**config.mk**
```make
export PLATFORM = sky130hd
export DESIGN_NAME = irx_capture
export DESIGN_NICKNAME = d
export VERILOG_FILES = /design/src/rtl/irx_pkg.sv /design/src/rtl/irx_tick_gen.sv /design/src/rtl/irx_symbol_meas.sv /design/src/rtl/irx_entry_fifo.sv /design/src/rtl/irx_capture.sv
export SDC_FILE = /design/constraint.sdc
export NUM_CORES = 1
export LEC_CHECK = 0
export BUFFER_PORTS_ARGS = -buffer_cell sky130_fd_sc_hd__buf_2
export CAP_MARGIN = 40
export CORE_UTILIZATION = 38
export CTS_CLUSTER_SIZE = 16
export DETAILED_ROUTE_END_ITERATION = 8
export HOLD_SLACK_MARGIN = 0.15
export PLACE_DENSITY = 0.56
export RECOVER_POWER = 100
export SETUP_SLACK_MARGIN = 0.3
export SLEW_MARGIN = 30
export SYNTH_ARGS = -nofsm -noshare
export SYNTH_HDL_FRONTEND = slang
export SYNTH_HIERARCHICAL = 1
export SYNTH_SLANG_ARGS = --single-unit
```
**constraint.sdc**
```tcl
create_clock -name clk -period 7.2 [get_ports clk]
set_input_delay 1.08 -clock clk [delete_from_list [all_inputs] [get_ports clk]]
set_output_delay 1.08 -clock clk [all_outputs]
set_load 0.02 [all_outputs]
```
**src/rtl/irx_pkg.sv**
```systemverilog
package irx_pkg;

    localparam int CNT_W = 16;

    typedef logic [CNT_W-1:0] cnt_t;

    typedef struct packed {
        cnt_t mark;
        cnt_t period;
    } sym_entry_t;

    typedef enum logic [0:0] {
        S_IDLE = 1'b0,
        S_MEAS = 1'b1
    } meas_state_t;

    localparam logic [3:0] A_CTRL   = 4'h0;
    localparam logic [3:0] A_DIV    = 4'h1;
    localparam logic [3:0] A_MAXPER = 4'h2;
    localparam logic [3:0] A_IEN    = 4'h3;
    localparam logic [3:0] A_ISTAT  = 4'h4;
    localparam logic [3:0] A_ICLR   = 4'h5;
    localparam logic [3:0] A_FSTAT  = 4'h6;
    localparam logic [3:0] A_MARK   = 4'h7;
    localparam logic [3:0] A_PER    = 4'h8;

    localparam int IB_DATA = 0;
    localparam int IB_LAST = 1;
    localparam int IB_OVR  = 2;
    localparam int IB_FULL = 3;

    function automatic cnt_t sat_inc(input cnt_t v);
        return (v == '1) ? v : v + cnt_t'(1);
    endfunction

endpackage

```
**src/rtl/irx_tick_gen.sv**
```systemverilog
module irx_tick_gen #(
    parameter int DIV_W = 16
) (
    input  logic             clk,
    input  logic             rst,
    input  logic [DIV_W-1:0] div,
    output logic             tick
);
    logic [DIV_W-1:0] cnt_q;
    logic [DIV_W-1:0] lim;

    // A divisor of 0 behaves as 1
    assign lim  = (div == '0) ? '0 : div - DIV_W'(1);
    assign tick = (cnt_q >= lim);

    always_ff @(posedge clk) begin
        if (rst)       cnt_q <= '0;
        else if (tick) cnt_q <= '0;
        else           cnt_q <= cnt_q + DIV_W'(1);
    end
endmodule

```
**src/rtl/irx_symbol_meas.sv**
```systemverilog
module irx_symbol_meas
    import irx_pkg::*;
(
    input  logic       clk,
    input  logic       rst,
    input  logic       en,
    input  logic       tick,
    input  logic       level,
    input  cnt_t       maxper,
    output logic       push,
    output sym_entry_t entry
);
    meas_state_t st_q, st_d;
    cnt_t        mark_q, mark_d;
    cnt_t        per_q, per_d;
    logic        prev_q;
    logic        rise;

    assign rise = level && !prev_q;

    always_comb begin
        st_d   = st_q;
        mark_d = mark_q;
        per_d  = per_q;
        push   = 1'b0;
        entry  = '{mark: mark_q, period: per_q};
        if (!en) begin
            st_d = S_IDLE;
        end else if (tick) begin
            case (st_q)
                S_IDLE: begin
                    if (rise) begin
                        st_d   = S_MEAS;
                        mark_d = cnt_t'(1);
                        per_d  = cnt_t'(1);
                    end
                end
                S_MEAS: begin
                    if (rise) begin
                        push   = 1'b1;
                        mark_d = cnt_t'(1);
                        per_d  = cnt_t'(1);
                    end else begin
                        per_d = sat_inc(per_q);
                        if (level) mark_d = sat_inc(mark_q);
                        if (per_d >= maxper) begin
                            push  = 1'b1;
                            entry = '{mark: mark_d, period: '1};
                            st_d  = S_IDLE;
                        end
                    end
                end
                default: st_d = S_IDLE;
            endcase
        end
    end

    always_ff @(posedge clk) begin
        if (rst) begin
            st_q   <= S_IDLE;
            mark_q <= '0;
            per_q  <= '0;
            prev_q <= 1'b0;
        end else begin
            st_q   <= st_d;
            mark_q <= mark_d;
            per_q  <= per_d;
            if (tick) prev_q <= level;
        end
    end
endmodule

```
**src/rtl/irx_entry_fifo.sv**
```systemverilog
module irx_entry_fifo
    import irx_pkg::*;
#(
    parameter int DEPTH = 8,
    localparam int PW = (DEPTH > 1) ? $clog2(DEPTH) : 1,
    localparam int CW = $clog2(DEPTH + 1)
) (
    input  logic          clk,
    input  logic          rst,
    input  logic          push,
    input  sym_entry_t    wentry,
    input  logic          pop,
    output sym_entry_t    head,
    output logic [CW-1:0] cnt,
    output logic          acc,
    output logic          drop,
    output logic          fill_evt
);
    sym_entry_t    mem [DEPTH];
    logic [PW-1:0] wptr_q, rptr_q;
    logic [CW-1:0] cnt_q;
    logic          full, pop_ok;

    function automatic logic [PW-1:0] nxt(input logic [PW-1:0] p);
        return (p == PW'(DEPTH - 1)) ? '0 : p + PW'(1);
    endfunction

    assign full     = (cnt_q == CW'(DEPTH));
    assign pop_ok   = pop && (cnt_q != '0);
    assign acc      = push && (!full || pop_ok);
    assign drop     = push && !acc;
    assign fill_evt = acc && !pop_ok && (cnt_q == CW'(DEPTH - 1));
    assign head     = mem[rptr_q];
    assign cnt      = cnt_q;

    always_ff @(posedge clk) begin
        if (acc) mem[wptr_q] <= wentry;
    end

    always_ff @(posedge clk) begin
        if (rst) begin
            wptr_q <= '0;
            rptr_q <= '0;
            cnt_q  <= '0;
        end else begin
            if (acc)    wptr_q <= nxt(wptr_q);
            if (pop_ok) rptr_q <= nxt(rptr_q);
            case ({acc, pop_ok})
                2'b10:   cnt_q <= cnt_q + CW'(1);
                2'b01:   cnt_q <= cnt_q - CW'(1);
                default: cnt_q <= cnt_q;
            endcase
        end
    end
endmodule

```
**src/rtl/irx_capture.sv**
```systemverilog
module irx_capture
    import irx_pkg::*;
#(
    parameter int DIV_W       = 16,
    parameter int FIFO_DEPTH  = 8,
    parameter int SYNC_STAGES = 2,
    localparam int CW = $clog2(FIFO_DEPTH + 1)
) (
    input  logic        clk,
    input  logic        rst,
    input  logic        rx_in,
    input  logic        reg_wr,
    input  logic        reg_rd,
    input  logic [3:0]  reg_addr,
    input  logic [31:0] reg_wdata,
    output logic [31:0] reg_rdata,
    output logic        irq
);
    logic [SYNC_STAGES-1:0] sync_q;
    logic                   ctrl_en, ctrl_inv;
    logic [DIV_W-1:0]       div_q;
    cnt_t                   maxper_q;
    logic [3:0]             ien_q, istat_q, istat_set, istat_clr;
    logic                   tick, level;
    logic                   meas_push, pop_req;
    sym_entry_t             meas_entry, head;
    logic [CW-1:0]          fifo_cnt;
    logic                   fifo_acc, fifo_drop, fifo_fill;
    logic                   unused_wdata;

    assign unused_wdata = ^reg_wdata[31:16];

    // Input synchronizer
    always_ff @(posedge clk) begin
        if (rst) sync_q <= '0;
        else     sync_q <= {sync_q[SYNC_STAGES-2:0], rx_in};
    end

    assign level = sync_q[SYNC_STAGES-1] ^ ctrl_inv;

    irx_tick_gen #(.DIV_W(DIV_W)) u_tick (
        .clk  (clk),
        .rst  (rst),
        .div  (div_q),
        .tick (tick)
    );

    irx_symbol_meas u_meas (
        .clk    (clk),
        .rst    (rst),
        .en     (ctrl_en),
        .tick   (tick),
        .level  (level),
        .maxper (maxper_q),
        .push   (meas_push),
        .entry  (meas_entry)
    );

    assign pop_req = reg_rd && (reg_addr == A_PER);

    irx_entry_fifo #(.DEPTH(FIFO_DEPTH)) u_fifo (
        .clk      (clk),
        .rst      (rst),
        .push     (meas_push),
        .wentry   (meas_entry),
        .pop      (pop_req),
        .head     (head),
        .cnt      (fifo_cnt),
        .acc      (fifo_acc),
        .drop     (fifo_drop),
        .fill_evt (fifo_fill)
    );

    // Interrupt status sources
    always_comb begin
        istat_set          = '0;
        istat_set[IB_DATA] = fifo_acc;
        istat_set[IB_LAST] = fifo_acc && (meas_entry.period == '1);
        istat_set[IB_OVR]  = fifo_drop;
        istat_set[IB_FULL] = fifo_fill;
    end

    assign istat_clr = (reg_wr && reg_addr == A_ICLR) ? reg_wdata[3:0] : 4'h0;

    always_ff @(posedge clk) begin
        if (rst) begin
            ctrl_en  <= 1'b0;
            ctrl_inv <= 1'b0;
            div_q    <= '0;
            maxper_q <= '1;
            ien_q    <= '0;
            istat_q  <= '0;
        end else begin
            istat_q <= (istat_q & ~istat_clr) | istat_set;
            if (reg_wr) begin
                case (reg_addr)
                    A_CTRL: begin
                        ctrl_en  <= reg_wdata[0];
                        ctrl_inv <= reg_wdata[1];
                    end
                    A_DIV:    div_q    <= reg_wdata[DIV_W-1:0];
                    A_MAXPER: maxper_q <= reg_wdata[CNT_W-1:0];
                    A_IEN:    ien_q    <= reg_wdata[3:0];
                    default:  ;
                endcase
            end
        end
    end

    always_comb begin
        reg_rdata = '0;
        case (reg_addr)
            A_CTRL:   reg_rdata[1:0]       = {ctrl_inv, ctrl_en};
            A_DIV:    reg_rdata[DIV_W-1:0] = div_q;
            A_MAXPER: reg_rdata[CNT_W-1:0] = maxper_q;
            A_IEN:    reg_rdata[3:0]       = ien_q;
            A_ISTAT:  reg_rdata[3:0]       = istat_q;
            A_FSTAT: begin
                reg_rdata[15:8] = 8'(fifo_cnt);
                reg_rdata[2]    = istat_q[IB_OVR];
            end
            A_MARK:   reg_rdata[CNT_W-1:0] = head.mark;
            A_PER:    reg_rdata[CNT_W-1:0] = head.period;
            default:  reg_rdata = '0;
        endcase
    end

    assign irq = |(istat_q & ien_q);
endmodule

```
==> results.json, run 1 <==
{
  "holdCritPathClass": "reg2reg",
  "final.period_utilization": 0.842,
  "clockRootBuffer": "sky130_fd_sc_hd__clkbuf_16",
  "tritoncts_buffer_count": 40,
  "cts.sinks": 363,
  "die_height_um": 214,
  "synthesis.area_mm2": 0.0170,
  "yosys-top-cells-area": "sky130_fd_sc_hd__edfxtp_1 45%, sky130_fd_sc_hd__dfxtp_1 13%, sky130_fd_sc_hd__mux4_2 8.5%",
  "synth-async-reset-ratio": 0,
  "clock_insertion_delay_worst_skew_ps": 580,
  "placed_cells_incl_taps": 1888,
  "numPortBuffers": 41,
  "start_util": 0.385,
  "synth_largest_type_area_fraction": 0.452,
  "place_hpwl_um": 27200,
  "synth-main-ff-cell": "sky130_fd_sc_hd__edfxtp_1",
  "dieArea_mm2": 0.0457,
  "finalHoldViolCount": 0,
  "cp_slowest_stage_delay_ps": 950,
  "critPathLaunchType": "flop",
  "placeable_core_region_mm2": 0.0442,
  "p_leak_nw": 6.57,
  "rsz0062_at_grt": "no",
  "synth_cell_types": 90,
  "cts_htree_levels": 2,
  "timing.final.crit_period_ps": 6060,
  "route.detailed.wl_per_inst_um": 21.8,
  "setup_viol": 0,
  "slew-limit-headroom": -0.990,
  "power_density_mw_per_mm2": 236,
  "routed-via-count": 10900,
  "largest_net_degree_at_the_start_of_global_routing": 60,
  "synth.largest_area_cell": "sky130_fd_sc_hd__edfxtp_1",
  "finalClockSkew_ps": 30.0,
  "max_cap_viol_count": 3,
  "stdcell_count": 1960,
  "critical_path.endpoint_type": "flop",
  "synth.yosys.warnings": 6,
  "timing_worst_setup_path_type": "reg2reg",
  "synth_top_cells_by_count": "256 x sky130_fd_sc_hd__edfxtp_1, 107 x sky130_fd_sc_hd__dfxtp_1, 84 x sky130_fd_sc_hd__nand2_1",
  "post_cts.repair.setup_buffers": 0,
  "antenna_violations_before_repair": 0,
  "row_cnt": 77,
  "final_antenna_net_count": 0,
  "finalNetCount": 1423,
  "setup_total_negative_slack_ps": 0,
  "cp_data_required_time_ps": 7370,
  "post_drt_via_cell_ratio": 5.58,
  "yosys.cell_count.top_type": "sky130_fd_sc_hd__edfxtp_1",
  "global_route_wire_length_before_repair_um": 64900,
  "ys_seq_area_frac": 0.577,
  "postSynthCellCount": 1303,
  "status": "finished with violations",
  "gp_congestion": 0.897,
  "wl_um": 42800,
  "diodes_inserted": 0,
  "ir_drop_mv": 0.174,
  "first_global_vias": 10600,
  "number_of_instances_resized_during_post_cts_repair": 0,
  "pin_count": 74,
  "arrival_ps": 6240,
  "clk_pin_slew_worst_paths_ps": 60,
  "maxSlewViolCount": 102,
  "firstDrtPassIters": 7,
  "layout-drive-gt1-share": 0.173,
  "tritoncts_clock_tree": "done",
  "p_r_area_growth_vs_syn_pct": 11.9,
  "cts_buffer_depth": 3,
  "drc": 0,
  "critical_path.slowest_cell": "sky130_fd_sc_hd__clkbuf_2",
  "grt.overflow.total": 0,
  "violated_checks": "max-capacitance violations, max-slew violations",
  "fmax_mhz": 165,
  "syn_area_per_cell_um2": 13.1,
  "chipWidth_um": 214,
  "filler_cells": 4081,
  "drt-initial-drc-count": 1114,
  "holdBufCountCts": 0,
  "global_route.usage.total": 0.191,
  "tightestPinTransition_ps": 2980,
  "cp_cell_sequence": "or4_1 > or4_1 > and2_0 > ha_1 > nand2b_1 > a2111o_1 > a31oi_1 > nand3_1 > nand3_1 > a21oi_1 > o21ai_0 > nor3_2 > clkbuf_2",
  "synth-seq-cells": 363,
  "synth_enable_flop_cells": 256,
  "path_max_fanout": 32
}
## flip-flops by register name (all words and copies together) (netlist names), 3 cells and up, named ones only
register / flops
div_q: 16
ien_q: 4
u_tick/cnt_q: 16
u_fifo/rptr_q: 3
u_fifo/cnt: 4
istat_q: 4
u_fifo/wptr_q: 3
maxper_q: 16
u_meas/per_q: 16
u_meas/mark_q: 16
u_fifo/mem: 256
## per-layer routing
layer	vias up	track usage	wire length, µm
li1	5033	-	-
met1	5554	0.269	19800
met2	304	0.309	20100
met3	52	0.0299	2100
met4	0	0.0480	747
met5	-	0	0
## power breakdown
group / switching [mW] / leakage, nW / total (mW) / internal (mW)
Clock: 0.837 / 0.652 / 2.11 / 1.27
Combinational: 0.107 / 2.74 / 0.158 / 0.0515
Sequential: 0.00889 / 3.18 / 2.22 / 2.21
Total: 0.953 / 6.57 / 4.49 / 3.54
## worst max-delay path: cells and delay by family (launching register included)
family | cells | cell delay [ps]
and+or+nand+nor | 7 | 2520
AOI/OAI and AO/OA | 4 | 1490
buffers and inverters | 1 | 950
DFF | 1 | 390
adders and majority gates | 1 | 260
## cell families (layout without fill, tap and decap cells)
group,count (synthesis),after routing,share of synthesized area
adders and majority gates,44,44,0.0328
and+or+nand+nor,372,372,0.117
xor gates and xnor gates,53,53,0.0273
AOI/OAI and AO/OA,240,240,0.0925
muxes,113,113,0.117
buffers and inverters,117,167,0.0365
DFF,363,363,0.577
other,1,16,0.000220
## layout make-up
class                           count  area (µm²)  share of cell area
Multi-Input combinational cell    838        6660               0.349
Clock inverter                     15         236              0.0124
Inverter                           33         126             0.00663
Timing Repair Buffer               62         325              0.0171
Tap cell                          592         741              0.0389
Sequential cell                   363        9840               0.516
Clock buffer                       57        1130              0.0591
## cell usage in the layout (no fill, tap or decap), drive strengths merged, types with 18 or more instances in the layout
master and instances:
inv 33, nand2b 27, nand2 88, mux4 64, nor2 81, a22oi 24, a21oi 68, nor3 25
a211o 18, xnor2 26, and3 22, dfxtp 107, xor2 27, clkbuf 75, buf 43, edfxtp 256
nand3 43, ha 43, nand4 23, o21ai 69, mux2 40
## through the flow
step | hold WS [ps] | utilization | power (mW) | setup slack [ps] | area [µm²]
floorplan | 414 | - | 2.39 | 528 | 17100
detailed placement | 438 | 0.402 | 2.42 | 1750 | 17800
global route | 470 | 0.431 | 4.63 | 710 | 19000
CTS | 452 | 0.433 | 4.54 | 1720 | 19100
finish | 440 | 0.431 | 4.49 | 1140 | 19000
global placement | 421 | 0.401 | 2.42 | 1800 | 17700
## final timing paths
kind | start | to | slack [ps] | cells past startpoint
setup / recovery | div_q[7]$_SDFFE_PP0P_ | u_fifo/mem[6][1]$_DFFE_PP_ | 1140 | 13
setup reg to reg | div_q[7]$_SDFFE_PP0P_ | u_fifo/mem[6][1]$_DFFE_PP_ | 1140 | 13
hold reg to reg | sync_q[0]$_SDFF_PP0_ | sync_q[1]$_SDFF_PP0_ | 440 | 1
hold / removal | sync_q[0]$_SDFF_PP0_ | sync_q[1]$_SDFF_PP0_ | 440 | 1
(Power assumes the default switching activity.)
==> run 2, diff against run 1 <==
--- a/config.mk
+++ b/config.mk
@@ -11,7 +11,7 @@
 export CTS_CLUSTER_SIZE = 16
 export DETAILED_ROUTE_END_ITERATION = 8
 export HOLD_SLACK_MARGIN = 0.15
-export PLACE_DENSITY = 0.56
+export PLACE_DENSITY = 0.54
 export RECOVER_POWER = 100
 export SETUP_SLACK_MARGIN = 0.3
 export SLEW_MARGIN = 30
==> constraint.sdc (replaced) <==
create_clock -name clk -period 6.1 [get_ports clk]
set_input_delay 0.915 -clock clk [delete_from_list [all_inputs] [get_ports clk]]
set_output_delay 0.915 -clock clk [all_outputs]
set_load 0.02 [all_outputs]
==> run 2 against run 1 <==
The flow still finishes with violations (max-capacitance violations, max-slew violations). Die area is the same. Wire length shrank 0.76%. Clock power grew 14%. Critical path depth grew 4. Power grew 16%. Core utilization is essentially flat. Non-clock buffer count grew 1. Sequential power grew 18%. Critical endpoint is now u_fifo/cnt[3]$_SDFFE_PP0P_. Largest cell class unchanged. Largest power group unchanged.
==> results.json, run 2 (synthesis gave the netlist of run 1 again) <==
{
  "status": "finished with violations",
  "violated_checks": "max-capacitance violations, max-slew violations",
  "rsz0062_at_grt": "no",
  "tightestPinTransition_ps": 2420,
  "critPathLaunchType": "flop",
  "rr_startpoint": "div_q[7]$_SDFFE_PP0P_",
  "die_height_um": 214,
  "stdcell_count": 1965,
  "finalHoldViolCount": 0,
  "cp_data_required_time_ps": 6530,
  "drc": 0,
  "post_drt_via_cell_ratio": 5.54,
  "post_cts.repair.setup_buffers": 0,
  "tritoncts_clock_tree": "done",
  "cts_buffer_depth": 3,
  "post-route-worst-setup-slack_ps": 630,
  "number_of_instances_resized_during_post_cts_repair": 0,
  "whs_ps": 446,
  "chipWidth_um": 214,
  "firstDrtPassIters": 6,
  "most-common-layout-cells": "256 x sky130_fd_sc_hd__edfxtp_1, 105 x sky130_fd_sc_hd__dfxtp_1, 85 x sky130_fd_sc_hd__nand2_1",
  "antenna_violations_before_repair": 0,
  "p_leak_nw": 6.53,
  "fmax_mhz": 183,
  "worstSetupStartpoint": "div_q[7]$_SDFFE_PP0P_",
  "place_hpwl_um": 27500,
  "clock_insertion_delay_worst_skew_ps": 550,
  "finalCoreUtilization": 0.430,
  "critical_path.slowest_cell": "sky130_fd_sc_hd__or4_1",
  "critical_path.endpoint_type": "flop",
  "layout-drive-gt1-share": 0.170,
  "placeable_core_region_mm2": 0.0442,
  "final_antenna_net_count": 0,
  "maxSlewViolCount": 78,
  "hold_path.startpoint": "sync_q[0]$_SDFF_PP0_",
  "cp_slowest_stage_delay_ps": 740,
  "numPortBuffers": 41,
  "clockRootBuffer": "sky130_fd_sc_hd__clkbuf_16",
  "cts_htree_levels": 2,
  "p_r_area_growth_vs_syn_pct": 11.8,
  "gp_congestion": 0.904,
  "largest_net_degree_at_the_start_of_global_routing": 36,
  "power_density_mw_per_mm2": 274,
  "first_global_vias": 10700,
  "grt.overflow.total": 0,
  "tritoncts_buffer_count": 42,
  "finalClockSkew_ps": 11.9,
  "diodes_inserted": 0,
  "routed-via-count": 10900,
  "path_max_fanout": 16,
  "cts.sinks": 363,
  "dieArea_mm2": 0.0457,
  "ir_drop_mv": 0.164,
  "slew-limit-headroom": -0.613,
  "final.period_utilization": 0.897,
  "layout.cells.most_common": "sky130_fd_sc_hd__edfxtp_1",
  "max_cap_viol_count": 3,
  "timing_worst_setup_path_type": "reg2reg",
  "cp_cell_sequence": "or4_4 > or4_1 > and2_0 > ha_1 > nand2b_1 > a2111o_1 > a31oi_1 > nand3_1 > nand3_1 > a21oi_2 > or2_2 > inv_1 > ha_1 > a21oi_1 > nor4bb_1 > a31oi_2 > mux2_1",
  "drt-initial-drc-count": 924,
  "start_util": 0.385,
  "wl_um": 42400,
  "global_route.usage.total": 0.189,
  "holdBufCountCts": 0,
  "setup_total_negative_slack_ps": 0,
  "route.detailed.wl_per_inst_um": 21.6,
  "clk_pin_slew_worst_paths_ps": 60,
  "timing.final.crit_period_ps": 5470,
  "placed_cells_incl_taps": 1888,
  "arrival_ps": 5900,
  "row_cnt": 77,
  "holdCritPathClass": "reg2reg",
  "largest_reg_flops": 256,
  "largest_register": "u_fifo/mem",
  "setup_viol": 0,
  "finalNetCount": 1426,
  "pin_count": 74,
  "global_route_wire_length_before_repair_um": 63700,
  "dp_worst_setup_slack_ps": 700
}
==> run 2: where the power goes <==
part | switching [mW] | internal (mW) | leakage [nW] | total [mW]
sequential | 0.00980 | 2.61 | 3.18 | 2.62
clock | 0.978 | 1.43 | 0.640 | 2.41
combinational | 0.126 | 0.0608 | 2.71 | 0.187
total | 1.11 | 4.11 | 6.53 | 5.22
==> run 2: final cells by class <==
type                            count  area [µm²]
Sequential cell                   363        9830
Tap cell                          592         741
Multi-Input combinational cell    838        6630
Clock buffer                       66        1230
Inverter                           33         126
Timing Repair Buffer               63         369
Clock inverter                     10        92.6
Fill cell                        4060       25200
==> run 2: critical path: cells and delay by family, from the launching register on <==
| family | cells | cell delay [ps] |
|---|---|---|
| AOI/OAI and AO/OA | 5 | 1040 |
| and+or+nand+nor | 8 | 2960 |
| muxes | 1 | 350 |
| DFF | 1 | 410 |
| buffers and inverters | 1 | 90 |
| adders and majority gates | 2 | 520 |
==> run 2: per-layer routing <==
layer | global-route usage | part of all wire
met1 | 0.248 | 0.43
met5 | 0 | 0
met4 | 0.0791 | 0.033
met3 | 0.0432 | 0.065
met2 | 0.301 | 0.47
==> run 2: final timing paths <==
path | cells after the start | end | slack (ps)
min reg2reg | 1 | sync_q[1]$_SDFF_PP0_ | 450
max reg2reg | 17 | u_fifo/cnt[3]$_SDFFE_PP0P_ | 630
max | 17 | u_fifo/cnt[3]$_SDFFE_PP0P_ | 630
min | 1 | sync_q[1]$_SDFF_PP0_ | 450
==> run 2: stage by stage <==
stage | area (µm²) | power, mW
after floorplan | 17100 | 2.82
after global placement | 17800 | 2.86
after detailed placement | 17900 | 2.86
after CTS | 19200 | 5.28
after global routing | 19000 | 5.38
final | 19000 | 5.22
==> run 3, diff against run 2 <==
--- a/config.mk
+++ b/config.mk
@@ -5,8 +5,8 @@
 export SDC_FILE = /design/constraint.sdc
 export NUM_CORES = 1
 export LEC_CHECK = 0
+export ABC_AREA = 1
 export BUFFER_PORTS_ARGS = -buffer_cell sky130_fd_sc_hd__buf_2
-export CAP_MARGIN = 40
 export CORE_UTILIZATION = 38
 export CTS_CLUSTER_SIZE = 16
 export DETAILED_ROUTE_END_ITERATION = 8
==> run 3 against run 2 <==
The run still ends with max-capacitance violations, max-slew violations left. Design area grew 4.3%. Critical path depth increased by 6. Cell count is 30% higher. Wire length increased by 12%. Maximum frequency rose by 2.3%. Non-clock buffer count up 5. Register-to-register slack better by 120 ps. Clock-buffer cell count is 12 lower. Clock skew grew 12 ps. Hold slack lost 44 ps. Power up 1.7%. Synthesized area increased by 4.7%.
==> results.json, run 3 <==
{
  "status": "finished with violations",
  "violated_checks": "max-capacitance violations, max-slew violations",
  "firstDrtPassIters": 5,
  "clk_pin_slew_worst_paths_ps": 60,
  "arrival_ps": 5600,
  "synth-async-reset-ratio": 0,
  "synthesis.area_mm2": 0.0178,
  "final.period_utilization": 0.877,
  "stdcell_count": 2561,
  "synth_top_cells_by_count": "460 x sky130_fd_sc_hd__nand2_1, 256 x sky130_fd_sc_hd__edfxtp_1, 182 x sky130_fd_sc_hd__nor2_1",
  "filler_cells": 4444,
  "setup_viol": 0,
  "tritoncts_clock_tree": "done",
  "gp_congestion": 0.920,
  "die_height_um": 219,
  "synth_largest_type_area_fraction": 0.431,
  "placeable_core_region_mm2": 0.0458,
  "drt-initial-drc-count": 1173,
  "route.detailed.wl_per_inst_um": 18.6,
  "ys_seq_area_frac": 0.552,
  "finalHoldViolCount": 0,
  "row_cnt": 78,
  "synth_cell_types": 48,
  "finalClockSkew_ps": 24.1,
  "numPortBuffers": 41,
  "synth-seq-cells": 363,
  "largest_net_degree_at_the_start_of_global_routing": 82,
  "cts_buffer_depth": 3,
  "power_density_mw_per_mm2": 267,
  "clockRootBuffer": "sky130_fd_sc_hd__clkbuf_16",
  "largest_reg_flops": 256,
  "r2r_slack_ps": 750,
  "dieArea_mm2": 0.0478,
  "holdBufCountCts": 0,
  "postSynthCellCount": 1892,
  "pin_count": 74,
  "critPathLaunchType": "flop",
  "timing.final.crit_period_ps": 5350,
  "power_frac_comb": 0.039,
  "seqPwrFrac": 0.494,
  "timing_worst_setup_path_type": "reg2reg",
  "power.total_mw": 5.31,
  "setup_total_negative_slack_ps": 0,
  "critical_path.endpoint_type": "flop",
  "cp_data_required_time_ps": 6350,
  "holdCritPathClass": "reg2reg",
  "cts_htree_levels": 2,
  "global_route_wire_length_before_repair_um": 72800,
  "global_route.usage.total": 0.202,
  "finalNetCount": 2013,
  "cell_internal_pwr_mw": 4.15,
  "cp_common_cell": "sky130_fd_sc_hd__nand2_1",
  "start_util": 0.389,
  "antenna_violations_before_repair": 2,
  "switching_share": 0.219,
  "tritoncts_buffer_count": 41,
  "post_cts.repair.setup_buffers": 0,
  "final_antenna_net_count": 0,
  "grt.overflow.total": 0,
  "cp_slowest_stage_delay_ps": 810,
  "cp_cell_sequence": "ha_1 > nand3_1 > nor2_4 > nand3_2 > nor2_1 > inv_1 > o21ai_0 > ha_1 > nand2_1 > inv_1 > nand2_1 > nor2_1 > nor2_1 > nand2_1 > nand2_1 > nand2_1 > o21ai_0 > inv_1 > nand2_1 > inv_1 > nand2_1 > nor2_1 > buf_12",
  "tightestPinTransition_ps": 2770,
  "synth.largest_area_cell": "sky130_fd_sc_hd__edfxtp_1",
  "power_switching_mw": 1.16,
  "slew-limit-headroom": -0.848,
  "routed-via-count": 13100,
  "clock_insertion_delay_worst_skew_ps": 570,
  "maxSlewViolCount": 146,
  "largest_register": "u_fifo/mem",
  "synth-main-ff-cell": "sky130_fd_sc_hd__edfxtp_1",
  "yosys-top-cells-area": "sky130_fd_sc_hd__edfxtp_1 43%, sky130_fd_sc_hd__dfxtp_1 12%, sky130_fd_sc_hd__nand2_1 9.7%",
  "yosys.cell_count.top_type": "sky130_fd_sc_hd__nand2_1",
  "rsz0062_at_grt": "no",
  "syn_area_per_cell_um2": 9.42,
  "drc": 0,
  "max_cap_viol_count": 3,
  "critical_path.slowest_cell": "sky130_fd_sc_hd__nor2_1",
  "layout-drive-gt1-share": 0.101,
  "clkPwrFrac": 0.466,
  "cts.sinks": 363,
  "number_of_instances_resized_during_post_cts_repair": 0,
  "placed_cells_incl_taps": 2485,
  "chipWidth_um": 219,
  "p_leak_nw": 7.57,
  "first_global_vias": 12400,
  "p_r_area_growth_vs_syn_pct": 11.4,
  "most-common-layout-cells": "461 x sky130_fd_sc_hd__nand2_1, 256 x sky130_fd_sc_hd__edfxtp_1, 179 x sky130_fd_sc_hd__nor2_1",
  "place_hpwl_um": 31900,
  "layout.cells.most_common": "sky130_fd_sc_hd__nand2_1",
  "wl_um": 47600,
  "path_max_fanout": 25,
  "synth_enable_flop_cells": 256,
  "post_drt_via_cell_ratio": 5.13,
  "synth.yosys.warnings": 6,
  "ir_drop_mv": 0.192,
  "fmax_mhz": 187
}
run 3: worst max-delay path: cells and delay by family (launching register included):
family	cells	cell delay, ps
flops	1	390
fa+ha+maj	2	450
simple gates	14	2460
compound gates	2	620
buf+inv	5	1050
run 3: path summary, 6_finish.rpt:
check,startpoint,endpoint,cells past startpoint
setup / recovery,u_meas/per_q[0]$_SDFFE_PP0P_,u_fifo/mem[5][5]$_DFFE_PP_,23
hold / removal,sync_q[0]$_SDFF_PP0_,sync_q[1]$_SDFF_PP0_,2
setup reg to reg,u_meas/per_q[0]$_SDFFE_PP0P_,u_fifo/mem[5][5]$_DFFE_PP_,23
hold reg to reg,sync_q[0]$_SDFF_PP0_,sync_q[1]$_SDFF_PP0_,2
run 3: power groups by stage:
| stage | sequential [mW] | clock (mW) | combinational, mW |
|---|---|---|---|
| 2_1_floorplan | 2.67 | 0 | 0.165 |
| 3_3_place_gp | 2.67 | 0 | 0.211 |
| 3_5_place_dp | 2.68 | 0 | 0.213 |
| 4_1_cts | 2.62 | 2.53 | 0.214 |
| 5_1_grt | 2.62 | 2.63 | 0.239 |
| 6_report | 2.62 | 2.47 | 0.209 |
run 3: layout make-up:
class | instances | area (µm²) | share of cell area
multi-input cells | 1301 | 6920 | 0.348
well taps | 600 | 751 | 0.0378
repair buffers | 68 | 413 | 0.0208
flip-flops and latches | 363 | 9830 | 0.495
clock buffers | 54 | 1120 | 0.0562
clock inverters | 21 | 240 | 0.0121
inverters | 153 | 576 | 0.0290
diodes | 1 | 2.50 | 0.000126
run 3: through the flow:
step	worst slack, ps	utilization	instance area, µm²	hold WS (ps)
global placement	909	0.407	18600	389
detailed placement	862	0.407	18600	399
floorplan	1640	-	17900	388
finish	751	0.434	19800	401
CTS	878	0.437	20000	406
global route	255	0.434	19800	404
run 3: kinds of logic after synthesis:
logic type               synth area share
XOR/XNOR                           0.0157
other                            0.000210
flip-flops                          0.552
buffers and inverters              0.0627
multiplexers                       0.0359
adder cells (fa/ha/maj)            0.0313
AND/OR/NAND/NOR                     0.222
AO/OA/AOI/OAI                      0.0806
run 3: layer usage:
layer	vias up	track usage	routed length, µm
met3	59	0.0347	2770
met4	4	0.0622	1240
met1	6274	0.279	21700
met5	-	0	33
met2	311	0.321	21800
li1	6499	-	-
